## src/rtl/att_pkg.sv

```systemverilog
// Package: shared widths and the volume-code to gain mapping.
// Assumes 8-bit codes with 0.5 dB per code; 12 codes per ~6 dB octave.
package att_pkg;
    localparam int DW        = 24;  // sample width
    localparam int CODE_W    = 8;   // volume code width
    localparam int GAIN_W    = 16;  // unsigned gain width
    localparam int GAIN_FRAC = 15;  // fraction bits of gain
    localparam int STEPS_OCT = 12;  // codes per halving of gain

    // Gain for a code: octave mantissa shifted right by the octave count.
    function automatic logic [GAIN_W-1:0] gain_of(input logic [CODE_W-1:0] code);
        logic [CODE_W-1:0] atten;
        logic [GAIN_W-1:0] mant;
        int                octave;
        atten  = CODE_W'((1 << CODE_W) - 1) - code;
        octave = int'(atten) / STEPS_OCT;
        case (int'(atten) % STEPS_OCT)
            0:       mant = 16'd32768;
            1:       mant = 16'd30935;
            2:       mant = 16'd29205;
            3:       mant = 16'd27571;
            4:       mant = 16'd26029;
            5:       mant = 16'd24573;
            6:       mant = 16'd23198;
            7:       mant = 16'd21900;
            8:       mant = 16'd20675;
            9:       mant = 16'd19519;
            10:      mant = 16'd18427;
            default: mant = 16'd17396;
        endcase
        if (code == '0) return '0;
        return mant >> octave;
    endfunction
endpackage

```

## src/rtl/att_ramp.sv

```systemverilog
// Volume ramp: the applied code walks one step per accepted sample toward
// the target. Assumes target may change on any cycle; reset starts silent.
module att_ramp #(
    parameter int CW = 8
) (
    input  logic          clk,
    input  logic          rst_n,
    input  logic          step,
    input  logic [CW-1:0] target,
    output logic [CW-1:0] code_next
);
    logic [CW-1:0] code_q;
    logic [CW-1:0] moved;

    // Purpose: one code toward the target, or stay when equal.
    always_comb begin
        if (code_q < target)      moved = code_q + 1'b1;
        else if (code_q > target) moved = code_q - 1'b1;
        else                      moved = code_q;
    end

    assign code_next = step ? moved : code_q;

    // Purpose: hold the applied code.
    always_ff @(posedge clk) begin
        if (!rst_n) code_q <= '0;
        else        code_q <= code_next;
    end

    a_r4_single_step: assert property (@(posedge clk) disable iff (!rst_n)
        step |=> ({1'b0, code_q} == {1'b0, $past(code_q)} + 1'b1) ||
                 ({1'b0, code_q} + 1'b1 == {1'b0, $past(code_q)}) ||
                 (code_q == $past(code_q)));

    a_r4_moves_toward: assert property (@(posedge clk) disable iff (!rst_n)
        (step && code_q != target) |=> !$stable(code_q));

    a_r11_idle_hold: assert property (@(posedge clk) disable iff (!rst_n)
        !step |=> $stable(code_q));
endmodule

```

## src/rtl/att_scale.sv

```systemverilog
// Scaler: registers sample and gain, then multiplies, rounds half up,
// optionally negates and saturates. Two register stages from input to output.
module att_scale
    import att_pkg::*;
(
    input  logic                     clk,
    input  logic                     rst_n,
    input  logic                     in_vld,
    input  logic signed [DW-1:0]     sample,
    input  logic        [GAIN_W-1:0] gain,
    input  logic                     invert,
    output logic                     out_vld,
    output logic signed [DW-1:0]     out_smp
);
    localparam int PW = DW + GAIN_W + 1;
    localparam logic signed [PW-1:0] MAXV = PW'(2 ** (DW - 1) - 1);
    localparam logic signed [PW-1:0] MINV = -MAXV - 1;
    localparam logic signed [PW-1:0] HALF = PW'(2 ** (GAIN_FRAC - 1));

    logic signed [DW-1:0]     s_q;
    logic        [GAIN_W-1:0] g_q;
    logic                     inv_q;
    logic                     v_q;
    logic signed [PW-1:0]     prod, shf, sgn;
    logic signed [DW-1:0]     sat;

    // Purpose: capture operands of an accepted sample.
    always_ff @(posedge clk) begin
        if (!rst_n) begin
            s_q <= '0; g_q <= '0; inv_q <= 1'b0; v_q <= 1'b0;
        end else begin
            v_q <= in_vld;
            if (in_vld) begin
                s_q <= sample; g_q <= gain; inv_q <= invert;
            end
        end
    end

    // Purpose: multiply, round, negate, clamp.
    always_comb begin
        prod = PW'(s_q) * PW'($signed({1'b0, g_q}));
        shf  = (prod + HALF) >>> GAIN_FRAC;
        sgn  = inv_q ? -shf : shf;
        if (sgn > MAXV)      sat = MAXV[DW-1:0];
        else if (sgn < MINV) sat = MINV[DW-1:0];
        else                 sat = sgn[DW-1:0];
    end

    // Purpose: output register.
    always_ff @(posedge clk) begin
        if (!rst_n) begin
            out_vld <= 1'b0; out_smp <= '0;
        end else begin
            out_vld <= v_q;
            if (v_q) out_smp <= sat;
        end
    end

    a_r2_zero_gain_silent: assert property (@(posedge clk) disable iff (!rst_n)
        (v_q && g_q == '0) |=> (out_smp == '0));

    a_r6_invert_full_scale: assert property (@(posedge clk) disable iff (!rst_n)
        (v_q && inv_q && s_q == MINV[DW-1:0] && g_q == GAIN_W'(2 ** GAIN_FRAC))
        |=> (out_smp == MAXV[DW-1:0]));
endmodule

```

## src/rtl/att_zero_watch.sv

```systemverilog
// Zero-run watcher: counts consecutive accepted zero samples, saturating at
// RUN; flag is high while the count has reached RUN. Idle cycles hold count.
module att_zero_watch #(
    parameter int DWID = 24,
    parameter int RUN  = 8192
) (
    input  logic            clk,
    input  logic            rst_n,
    input  logic            in_vld,
    input  logic [DWID-1:0] sample,
    output logic            flag
);
    localparam int CNT_W = $clog2(RUN + 1);
    localparam logic [CNT_W-1:0] LIMIT = CNT_W'(RUN);

    logic [CNT_W-1:0] cnt_q;

    // Purpose: advance on zero, restart on data, hold when idle.
    always_ff @(posedge clk) begin
        if (!rst_n) cnt_q <= '0;
        else if (in_vld) begin
            if (sample != '0)        cnt_q <= '0;
            else if (cnt_q != LIMIT) cnt_q <= cnt_q + 1'b1;
        end
    end

    assign flag = (cnt_q == LIMIT);

    a_r8_clear_on_data: assert property (@(posedge clk) disable iff (!rst_n)
        (in_vld && sample != '0) |=> !flag);

    a_r11_count_idle: assert property (@(posedge clk) disable iff (!rst_n)
        !in_vld |=> $stable(cnt_q));
endmodule

```

## src/rtl/pcm_ch_attenuator.sv

```systemverilog
// Top: two channels of ramped attenuation with invert, common mute, and
// zero-run flags routed through enable, AND-combine and polarity controls.
module pcm_ch_attenuator
    import att_pkg::*;
#(
    parameter int ZERO_RUN = 8192
) (
    input  logic              clk,
    input  logic              rst_n,
    input  logic              in_valid,
    input  logic [DW-1:0]     in_left,
    input  logic [DW-1:0]     in_right,
    input  logic [CODE_W-1:0] vol_left,
    input  logic [CODE_W-1:0] vol_right,
    input  logic              inv_left,
    input  logic              inv_right,
    input  logic              mute,
    input  logic              zd_enable,
    input  logic              zd_and_mode,
    input  logic              zd_invert,
    output logic              out_valid,
    output logic [DW-1:0]     out_left,
    output logic [DW-1:0]     out_right,
    output logic              zero_left,
    output logic              zero_right
);
    localparam int NCH = 2;

    logic [NCH-1:0][DW-1:0]     ch_in;
    logic [NCH-1:0][CODE_W-1:0] ch_vol;
    logic [NCH-1:0]             ch_inv;
    logic [NCH-1:0][DW-1:0]     ch_out;
    logic [NCH-1:0]             ch_vld;
    logic [NCH-1:0]             ch_flag;
    logic [NCH-1:0]             raw;

    assign ch_in  = {in_right, in_left};
    assign ch_vol = {vol_right, vol_left};
    assign ch_inv = {inv_right, inv_left};

    for (genvar c = 0; c < NCH; c++) begin : g_ch
        logic [CODE_W-1:0] code_next;
        logic [CODE_W-1:0] target;

        assign target = mute ? '0 : ch_vol[c];

        att_ramp #(.CW(CODE_W)) i_ramp (
            .clk(clk), .rst_n(rst_n), .step(in_valid),
            .target(target), .code_next(code_next)
        );

        att_scale i_scale (
            .clk(clk), .rst_n(rst_n), .in_vld(in_valid),
            .sample($signed(ch_in[c])), .gain(gain_of(code_next)),
            .invert(ch_inv[c]), .out_vld(ch_vld[c]), .out_smp(ch_out[c])
        );

        att_zero_watch #(.DWID(DW), .RUN(ZERO_RUN)) i_zero (
            .clk(clk), .rst_n(rst_n), .in_vld(in_valid),
            .sample(ch_in[c]), .flag(ch_flag[c])
        );
    end

    // Purpose: route flags through enable, AND-combine and polarity.
    always_comb begin
        if (!zd_enable)      raw = '0;
        else if (zd_and_mode) raw = {NCH{&ch_flag}};
        else                 raw = ch_flag;
    end

    assign zero_left  = raw[0] ^ zd_invert;
    assign zero_right = raw[1] ^ zd_invert;
    assign out_valid  = &ch_vld;
    assign out_left   = ch_out[0];
    assign out_right  = ch_out[1];

    a_r7_latency: assert property (@(posedge clk) disable iff (!rst_n)
        in_valid |=> ##1 out_valid);
endmodule

```

## config.mk

```make
export PLATFORM = sky130hd
export DESIGN_NAME = pcm_ch_attenuator
export DESIGN_NICKNAME = d
export VERILOG_FILES = /design/src/rtl/att_pkg.sv /design/src/rtl/att_ramp.sv /design/src/rtl/att_scale.sv /design/src/rtl/att_zero_watch.sv /design/src/rtl/pcm_ch_attenuator.sv
export SDC_FILE = /design/constraint.sdc
export NUM_CORES = 2
export LEC_CHECK = 0
export BUFFER_PORTS_ARGS = -buffer_cell sky130_fd_sc_hd__buf_2
export CORE_MARGIN = 5
export CORE_UTILIZATION = 60
export DETAILED_ROUTE_END_ITERATION = 10
export MAX_ROUTING_LAYER = met4
export PLACE_DENSITY = 0.8
export SLEW_MARGIN = 10
export SYNTH_ARGS = -nofsm -noshare
export SYNTH_HDL_FRONTEND = slang
export SYNTH_SLANG_ARGS = --single-unit
```

## constraint.sdc

```tcl
create_clock -name clk -period 9.28 [get_ports clk]
set_clock_uncertainty 0.2 [all_clocks]
set_input_delay 1.856 -clock clk [delete_from_list [all_inputs] [get_ports clk]]
set_output_delay 1.856 -clock clk [all_outputs]
set_load 0.005 [all_outputs]
```

==> results.tsv <==
metric	value	unit
drc violations	0	
FFs w/ async S/R, synth	0	
Die ar.	72800	um2
final WL	105	mm
status	finished clean	
FP Rows	95	
synth warn	0	
Final nets	5904	
total CTS buffers	17	
Max Cap Viol	0	
GRT Util Overall	0.302	
Hold-fix buffers, CTS	0	
Rel. slew slack	0.198	
busiest layer in global routing	met2	
setup TNS	0	ns
I/O Buffers	123	
clk buf depth	2	
final core utilization	0.643	
Worst setup SP type	flop	
grt ovf	0	
Placer Congestion	0.951	
Fmax achieved	112	MHz
Reg clk slew, reported paths	0.09	ns
Area growth syn-to-layout	6.38	%
most frequent cells in the layout	inv_1, fa_1, nand2_1	
synthesis-stage register bit count	176	
maximum vdd ir drop	526	uV
routing usage on met2	0.500	
crit-path max FO	18	
Finished Layout Cells	5683	
Min Hold Slack	0.290	ns
first drt pass iteration count	6	
cell leakage power	0.0206	uW
clk sinks	176	
share of cells above drive strength 1	0.0778	
CP required	9.52	ns
antenna violations before repair	0	
num ports	124	
fin crit share	0.965	
via count	33400	
WHS Path Cells	2	
Syn Area/Cell	8.52	um2
antenna cell count	0	
CP Data Arrival Time	9.20	ns
Final setup viols	0	
vias per std cell	5.88	
met1 Use GR	0.377	
worst reg2reg path depth	26	
PwrDens	269	nW/um2
first-pass GRT wire length	177	mm
Setup crit end kind	flop	
commonest non-fill, non-tap cell in the layout	inv_1	
Die Wd	270	um
Detailed Route Iter0 Violations	2712	
die height	270	um
largest net degree at the start of global routing	43	
worst-margin pin slew	1.20	ns
DRT antenna net count	0	
Initial Util	0.604	
Post-Syn Area	40500	um2
CTS tree	done	
post_cts resized	0	
Crit Path Class	reg -> reg	
Design Power	11600	uW
drt wl/cell	18.4	um
EDFF count, synth	0	
Post-CTS Repair Setup Buffers	0	
met3 Use GR	0.0494	
number of global-route vias before repair	35200	
CTS root buffer	clkbuf_16	
Synthesized Nets	5859	
Slew Viols, Final	0	
Fillers	5476	
core box area	67000	um2
worst-skew pair later-pin latency	0.52	ns
Final Hold Violating Endpoints	0	
Netlist cell types	99	
Tmin final	8.95	ns
placed cells	5651	
Detailed Place HPWL	85.2	mm
H-Tree Depth	4	
Gate Count Post-Synth	4752	
Hold/Removal Path Class	reg -> reg	
predominant post-synthesis flop cell	dfxtp_1	
register area share after synthesis	0.0870	
report_power, final:
part | switching, uW | internal [uW] | leakage (uW) | total (uW)
clock network | 454 | 379 | 0.000309 | 832
logic | 6020 | 3680 | 0.0189 | 9700
registers | 198 | 854 | 0.00144 | 1050
sequential cells by signal, summed over array words and instances, names as in the netlist:
| signal | flops |
|---|---|
| g_ch.i_scale.out_smp | 48 |
| g_ch.i_scale.s_q | 48 |
| g_ch.i_scale.g_q | 32 |
| g_ch.i_zero.cnt_q | 28 |
| g_ch.i_ramp.code_q | 16 |
| g_ch.i_scale.inv_q | 2 |
| g_ch.i_scale.v_q | 1 |
| g_ch.i_scale.out_vld | 1 |
final cells by class:
class	count	area, um2	share of cell area
inverter	852	3200	0.0743
timing repair buffer	269	1710	0.0398
tap	873	1090	0.0254
clock inverter	15	220	0.00511
sequential	176	3530	0.0820
clock buffer	17	425	0.00987
multi-input combinational	3481	32900	0.764
cells in the mapped netlist (18+ instances only):
cell	n	area, um2
dfxtp_1	176	3520
o21ai_0	125	626
ha_1	282	3530
a21o_1	27	203
or3_1	31	194
nand4_1	24	150
nand2_1	572	2150
or2_2	18	113
xor2_1	44	385
nor2_1	264	991
buf_2	19	95.1
nand3_1	65	325
nand2b_1	34	213
a211oi_1	31	233
fa_1	752	15100
a21oi_1	143	716
o211ai_1	33	248
nor3_1	67	335
a31oi_1	30	188
nor2b_1	18	113
o311ai_0	27	236
mux2i_1	66	661
xnor2_1	88	771
nor4_1	40	250
and2_1	387	2420
inv_1	845	3170
clkbuf_1	212	796
and3_1	26	163
through the flow:
stage               instance area [um2]  worst slack, ns
CTS                               43000           0.0440
global placement                  42400            0.380
finish                            43100            0.326
global route                      43100          -0.0464
detailed placement                42400           0.0599
floorplan                         40500            0.674
logic make-up (layout without fill, tap and decap cells):
| family | Yosys count | after routing | synth area share |
|---|---|---|---|
| flops | 176 | 176 | 0.0870 |
| buf+inv | 1095 | 1153 | 0.102 |
| fa+ha+maj | 1035 | 1035 | 0.459 |
| compound gates | 645 | 645 | 0.111 |
| mux | 74 | 74 | 0.0188 |
| simple gates | 1594 | 1594 | 0.193 |
| xor+xnor | 133 | 133 | 0.0291 |
path summary, 6_finish.rpt:
check,from,to,slack [ns]
setup / recovery,g_ch[0].i_scale.g_q[11]$_SDFFE_PN0P_,g_ch[0].i_scale.out_smp[13]$_SDFFE_PN0P_,0.33
hold / removal,g_ch[1].i_scale.out_smp[12]$_SDFFE_PN0P_,g_ch[1].i_scale.out_smp[12]$_SDFFE_PN0P_,0.29
setup reg to reg,g_ch[0].i_scale.g_q[11]$_SDFFE_PN0P_,g_ch[0].i_scale.out_smp[13]$_SDFFE_PN0P_,0.33
hold reg to reg,g_ch[1].i_scale.out_smp[12]$_SDFFE_PN0P_,g_ch[1].i_scale.out_smp[12]$_SDFFE_PN0P_,0.29
routing by layer:
| layer | share of wire | routed length [um] | up-vias |
|---|---|---|---|
| met4 | 0.041 | 4250 | 0 |
| met3 | 0.065 | 6770 | 262 |
| met1 | 0.41 | 42400 | 16700 |
| li1 | - | - | 15200 |
| met2 | 0.49 | 51200 | 1270 |
| met5 | 0 | 0 | - |
critical path: stages (launching register included):
cell	delay [ns]
dfxtp_1	0.69
buf_4	0.30
and2_1	0.17
fa_1	0.44
fa_1	0.50
inv_1	0.06
fa_1	0.50
fa_1	0.56
fa_1	0.55
inv_1	0.06
fa_1	0.47
ha_1	0.38
a21oi_1	0.29
nand2_1	0.16
a2111o_1	0.45
a31oi_2	0.37
nor4_1	0.08
a211o_1	0.33
nor4_1	0.47
nand4bb_1	0.33
o21ai_0	0.38
o41ai_2	0.16
a21o_1	0.18
a31oi_2	0.31
buf_4	0.30
a21oi_1	0.11
nor2_1	0.10
Power figures use the tool's default switching activity.
